$ cat src/rtl/colgen_pkg.sv
// Package: shared field positions and length codes for the column generator.
// Assumes a configuration word of at least 10 bits.
package colgen_pkg;
    localparam int LEN_LSB   = 0;
    localparam int ORDER_BIT = 3;
    localparam int LAT_LSB   = 4;
    localparam int OPM_LSB   = 7;
    localparam int WSGL_BIT  = 9;

    typedef enum logic [2:0] {
        BLEN_1    = 3'b000,
        BLEN_2    = 3'b001,
        BLEN_4    = 3'b010,
        BLEN_8    = 3'b011,
        BLEN_PAGE = 3'b111
    } blen_e;

    typedef enum logic [2:0] {
        LAT_2 = 3'b010,
        LAT_3 = 3'b011
    } lat_e;
endpackage

$ cat src/rtl/colgen_mode_reg.sv
// Module: colgen_mode_reg
// Holds the configuration word, decodes its fields and flags reserved codes.
// Assumes MODE_W >= 10. Reserved upper bits are stored but never checked.
module colgen_mode_reg
    import colgen_pkg::*;
#(
    parameter int                  MODE_W   = 13,
    parameter logic [MODE_W-1:0]   RST_WORD = 13'h020
) (
    input  logic              clk,
    input  logic              rst_n,
    input  logic              ld,
    input  logic [MODE_W-1:0] word_in,
    output logic [2:0]        len_code,
    output logic              inter,
    output logic              wr_single,
    output logic [1:0]        cas_lat,
    output logic              err
);
    logic [MODE_W-1:0] word_q;
    logic [2:0]        lat_code;
    logic              len_bad;
    logic              lat_bad;

    // Capture the configuration word on a load strobe.
    always_ff @(posedge clk) begin
        if (!rst_n)  word_q <= RST_WORD;
        else if (ld) word_q <= word_in;
    end

    assign len_code  = word_q[LEN_LSB +: 3];
    assign inter     = word_q[ORDER_BIT];
    assign wr_single = word_q[WSGL_BIT];
    assign lat_code  = word_q[LAT_LSB +: 3];

    // Decode the length field and find reserved length codes.
    always_comb begin
        unique case (len_code)
            BLEN_1, BLEN_2, BLEN_4, BLEN_8: len_bad = 1'b0;
            BLEN_PAGE:                      len_bad = inter;
            default:                        len_bad = 1'b1;
        endcase
    end

    // Decode the latency field into a cycle count (0 when reserved).
    always_comb begin
        unique case (lat_code)
            LAT_2:   begin cas_lat = 2'd2; lat_bad = 1'b0; end
            LAT_3:   begin cas_lat = 2'd3; lat_bad = 1'b0; end
            default: begin cas_lat = 2'd0; lat_bad = 1'b1; end
        endcase
    end

    assign err = len_bad | lat_bad | (|word_q[OPM_LSB +: 2]);
endmodule

$ cat src/rtl/colgen_seq.sv
// Module: colgen_seq
// Walks the beats of one burst and forms each column address.
// Assumes COL_W >= 3. The caller must not start a burst while err is high.
module colgen_seq
    import colgen_pkg::*;
#(
    parameter int COL_W = 9
) (
    input  logic             clk,
    input  logic             rst_n,
    input  logic             start,
    input  logic [COL_W-1:0] start_col,
    input  logic             wr,
    input  logic             stop,
    input  logic             suspend,
    input  logic [2:0]       len_code,
    input  logic             inter,
    input  logic             wr_single,
    input  logic             err,
    output logic [COL_W-1:0] col,
    output logic             vld,
    output logic             last
);
    logic             act;
    logic             full_q;
    logic             inter_q;
    logic [COL_W-1:0] base_q;
    logic [COL_W-1:0] beat_q;
    logic [COL_W-1:0] mask_q;
    logic [COL_W-1:0] mask_d;
    logic             full_d;

    // Turn the length code into a wrap mask and a full-page flag.
    always_comb begin
        full_d = 1'b0;
        unique case (len_code)
            BLEN_2:    mask_d = COL_W'(1);
            BLEN_4:    mask_d = COL_W'(3);
            BLEN_8:    mask_d = COL_W'(7);
            BLEN_PAGE: begin mask_d = '1; full_d = 1'b1; end
            default:   mask_d = '0;
        endcase
    end

    assign last = act && !full_q && (beat_q == mask_q);

    // Burst state: start, advance, finish; everything holds under suspend.
    always_ff @(posedge clk) begin
        if (!rst_n) begin
            act     <= 1'b0;
            full_q  <= 1'b0;
            inter_q <= 1'b0;
            base_q  <= '0;
            beat_q  <= '0;
            mask_q  <= '0;
        end else if (!suspend) begin
            if (start && !err) begin
                act     <= 1'b1;
                base_q  <= start_col;
                beat_q  <= '0;
                inter_q <= inter;
                if (wr && wr_single) begin
                    mask_q <= '0;
                    full_q <= 1'b0;
                end else begin
                    mask_q <= mask_d;
                    full_q <= full_d;
                end
            end else if (act) begin
                if (stop || last) act <= 1'b0;
                else              beat_q <= beat_q + 1'b1;
            end
        end
    end

    // Form the address from the start column and the beat number.
    always_comb begin
        if (inter_q) col = base_q ^ beat_q;
        else         col = (base_q & ~mask_q) | ((base_q + beat_q) & mask_q);
    end

    assign vld = act;
endmodule

$ cat src/rtl/sdram_burst_colgen.sv
// Module: sdram_burst_colgen
// Top of the burst column generator: configuration register plus beat walker.
// Assumes the default widths of a 9-bit column and a 13-bit configuration word.
module sdram_burst_colgen #(
    parameter int                  COL_W    = 9,
    parameter int                  MODE_W   = 13,
    parameter logic [MODE_W-1:0]   RST_WORD = 13'h020
) (
    input  logic              clk,
    input  logic              rst_n,
    input  logic              mode_ld,
    input  logic [MODE_W-1:0] mode_word,
    input  logic              burst_start,
    input  logic [COL_W-1:0]  start_col,
    input  logic              start_wr,
    input  logic              burst_stop,
    input  logic              suspend,
    output logic [COL_W-1:0]  col_addr,
    output logic              col_valid,
    output logic              col_last,
    output logic [1:0]        cas_lat,
    output logic              mode_err
);
    logic [2:0] len_code;
    logic       inter;
    logic       wr_single;

    colgen_mode_reg #(.MODE_W(MODE_W), .RST_WORD(RST_WORD)) u_mode (
        .clk       (clk),
        .rst_n     (rst_n),
        .ld        (mode_ld),
        .word_in   (mode_word),
        .len_code  (len_code),
        .inter     (inter),
        .wr_single (wr_single),
        .cas_lat   (cas_lat),
        .err       (mode_err)
    );

    colgen_seq #(.COL_W(COL_W)) u_seq (
        .clk       (clk),
        .rst_n     (rst_n),
        .start     (burst_start),
        .start_col (start_col),
        .wr        (start_wr),
        .stop      (burst_stop),
        .suspend   (suspend),
        .len_code  (len_code),
        .inter     (inter),
        .wr_single (wr_single),
        .err       (mode_err),
        .col       (col_addr),
        .vld       (col_valid),
        .last      (col_last)
    );
endmodule

$ cat config.mk
export PLATFORM = sky130hd
export DESIGN_NAME = sdram_burst_colgen
export DESIGN_NICKNAME = d
export VERILOG_FILES = /design/src/rtl/colgen_pkg.sv /design/src/rtl/colgen_mode_reg.sv /design/src/rtl/colgen_seq.sv /design/src/rtl/sdram_burst_colgen.sv
export SDC_FILE = /design/constraint.sdc
export NUM_CORES = 1
export LEC_CHECK = 0
export ABC_AREA = 1
export ABC_CLOCK_PERIOD_IN_PS = 2500
export BUFFER_PORTS_ARGS = -buffer_cell sky130_fd_sc_hd__buf_2
export CORE_ASPECT_RATIO = 0.6
export CORE_MARGIN = 2
export CORE_UTILIZATION = 30
export CTS_BUF_LIST = sky130_fd_sc_hd__clkbuf_2 sky130_fd_sc_hd__clkbuf_4 sky130_fd_sc_hd__clkbuf_8
export DETAILED_ROUTE_END_ITERATION = 10
export PLACE_DENSITY_LB_ADDON = 0.12
export SYNTH_ARGS = -nofsm -noshare
export SYNTH_HDL_FRONTEND = slang
export SYNTH_SLANG_ARGS = --single-unit
$ cat constraint.sdc
create_clock -name clk -period 2.5 [get_ports clk]
set_input_delay 0.375 -clock clk [delete_from_list [all_inputs] [get_ports clk]]
set_output_delay 0.375 -clock clk [all_outputs]
set_load 0.1 [all_outputs]
==> key figures <==
Run status
  – Status: complete, but fails checks
  – Failing checks: DRC

Global routing
  – Pin count of the biggest net entering global routing: 24
  – Initial antenna violation count: 0
  – Total track usage: 0.1581
  – Vias in the first global route: 1943
  – Grt total ovfl: 0
  – Global-route wire length before repair: 9832 um

Clock tree
  – Reg clk slew, reported paths: 70 ps
  – TritonCTS clock tree: yes
  – Worst-Skew Late Latency: 290 ps
  – Clock sink total: 35
  – Clk buf depth: 2
  – CTS Root Cell: clkbuf_8
  – CTS H-tree depth: 2
  – Total CTS buffers: 5

Worst setup path
  – Crit path kind: reg -> out
  – CP required: 2120 ps
  – Startpoint types: register
  – Crit. End Element: primary output
  – FF-to-FF Start: u_seq.beat_q[5]$_SDFFE_PN0P_
  – Worst Setup SP: u_seq.beat_q[0]$_SDFFE_PN0P_
  – CP Data Arrival Time: 2040 ps
  – CP Max Fanout: 3

Final layout
  – ANT cells: 0
  – Net count, final: 419
  – Synth-to-Final Area Change: 26.91%
  – Number of fillers in the final layout: 749
  – Share of layout cells above drive strength 1: 0.2283

Logic synthesis
  – Sequential fraction of the synthesis area: 0.3269
  – Synth Register Bits: 35
  – Top post-synthesis cells by area: dfxtp_1, nand2_1, a21oi_1
  – Syn_nets: 373
  – Yosys cell types: 30
  – Post-synth top area cell: dfxtp_1
  – Gate count of the mapped netlist: 334
  – Mapped Area: 2143 um^2
  – Yosys top cell area share: 0.3269
  – Yosys warning count: 0
  – Avg Inst Size Synth: 6.417 um^2

Timing
  – Final setup vio count: 0
  – Final slew viol count: 0
  – Post-route setup slack: 84.32 ps
  – Final Skew: 8.951 ps
  – Min cycle time layout: 2416 ps
  – Peak Freq: 414.0 MHz
  – Final period util: 0.9663
  – Max_slew headroom: 0.6755
  – Least-Margin Pin Slew: 490.1 ps
  – Final Hold Vio Count: 0
  – RSZ-0062 raised after global routing: true
  – Setup TNS Final: 0 ps

Power and ir drop
  – Worst vdd ir: 0.1937 mV
  – Leak: 1.231 nW
  – PwrDens: 508.0 nW/um^2

Drt
  – Post-DR wirelength/cell: 12.54 um
  – Total Wirelength: 5869 um
  – DR pass1 iterations: 8
  – Total number of vias: 2160
  – DRC: 1
  – Via density: 4.615
  – ANT nets after route: 0
  – Iter 0 DRT Violations: 156

Min path
  – Min-Delay Startpoint: mode_word[7]
  – Hold crit path type: in -> reg

Floorplan
  – Core region area: 6792 um^2
  – Die X: 113.1 um
  – Chip height: 69.47 um
  – FP Rows: 23
  – Die ar.: 7858 um^2
  – Ports: 43
  – Initial core utilization: 0.3156

Placement
  – Dpl hpwl: 4523 um
  – Routability cong.: 0.8363
  – Pre-CTS setup slack: 220.9 ps
  – I/O Buffers: 39

Flow run
  – Number of max-cap violations: 0
## critical path: stages, from the launching register on
cell and delay (ps):
dfxtp_2 350, ha_4 170, fa_2 370, buf_4 150, a21oi_1 130, o22ai_1 110, inv_1 60, buf_2 410
## layout make-up
type | instances | area [um^2] | area share
clock buffer | 8 | 103.9 | 0.03818
inverter | 50 | 187.7 | 0.06900
multi-input combinational | 239 | 1264 | 0.4646
sequential | 35 | 710.7 | 0.2613
tap | 87 | 108.9 | 0.04002
timing repair buffer | 49 | 345.3 | 0.1270
## cell usage in the layout, fill, tap and decap left out, drive strengths merged, types with 2 or more instances in the layout
cell type   n
a31oi       2
inv        49
nand4       4
a21oi      38
dfxtp      35
ha          9
buf        49
nand3      29
nor2       36
o21ai      34
clkbuf      8
o22ai       3
or2         2
xor2        3
nand2      70
## power breakdown
group / switching (mW) / leakage (nW) / internal [mW]
sequential: 0.0165 / 0.289 / 0.578
combinational: 0.231 / 0.887 / 0.0863
clock: 0.207 / 0.0549 / 0.262
## sequential cells by signal (all words and copies together) (netlist names)
name / count
u_mode.word_q: 10
u_seq.base_q: 9
u_seq.beat_q: 9
u_seq.mask_q: 4
u_seq.full_q: 1
u_seq.inter_q: 1
u_seq.vld: 1
## Yosys cell counts (all sizes together)
cell type / n
nand2: 70
inv: 49
a21oi: 38
nor2: 36
dfxtp: 35
o21ai: 34
nand3: 29
ha: 9
clkbuf: 6
buf: 4
nand4: 4
o22ai: 3
xor2: 3
a31oi: 2
or2: 2
a31o: 1
clkinv: 1
fa: 1
nand3b: 1
nor2b: 1
nor3: 1
nor3b: 1
o211ai: 1
o21bai: 1
xnor2: 1
## repair_timing
action                                  4_1_cts  5_1_grt
endpoints found under the setup margin        2        5
gates resized for setup                       2       20
hold endpoints to repair                      0        0
hold buffers                                  0        0
buffers inserted                              0        1
pin swaps                                     0        1
## kinds of logic after synthesis
kind of cell	synth area share
AO/OA/AOI/OAI	0.1938
XOR/XNOR	0.01635
adder cells (fa/ha/maj)	0.06188
buffers and inverters	0.1109
flip-flops	0.3269
AND/OR/NAND/NOR	0.2901
## layer usage
layer	part of all wire	GRT usage
met1	0.59	0.2551
met4	0.0044	0.02439
met5	0	0
met2	0.35	0.2003
met3	0.058	0.05070
## path summary, 6_finish.rpt
kind,to,slack [ps],depth (start not counted)
worst min-delay path,u_mode.word_q[7]$_SDFFE_PN0P_,300,3
worst min register to register,u_mode.word_q[4]$_SDFFE_PN0P_,460,2
worst max-delay path,col_addr[2],80,7
worst max register to register,u_seq.beat_q[5]$_SDFFE_PN0P_,760,10
## stage by stage
step                cells  hold slack (ps)  power [mW]  instance area [um^2]    util
finish                468            301.7       1.382                  2720  0.4005
global route          468            285.5       1.453                  2720  0.4005
CTS                   467            298.3       1.400                  2660  0.3917
detailed placement    459            447.5      0.9231                  2550  0.3755
global placement      459            443.4      0.9222                  2550  0.3755
floorplan             334            429.2      0.8332                  2153       -
No activity file was read; power rests on OpenSTA's default activity.
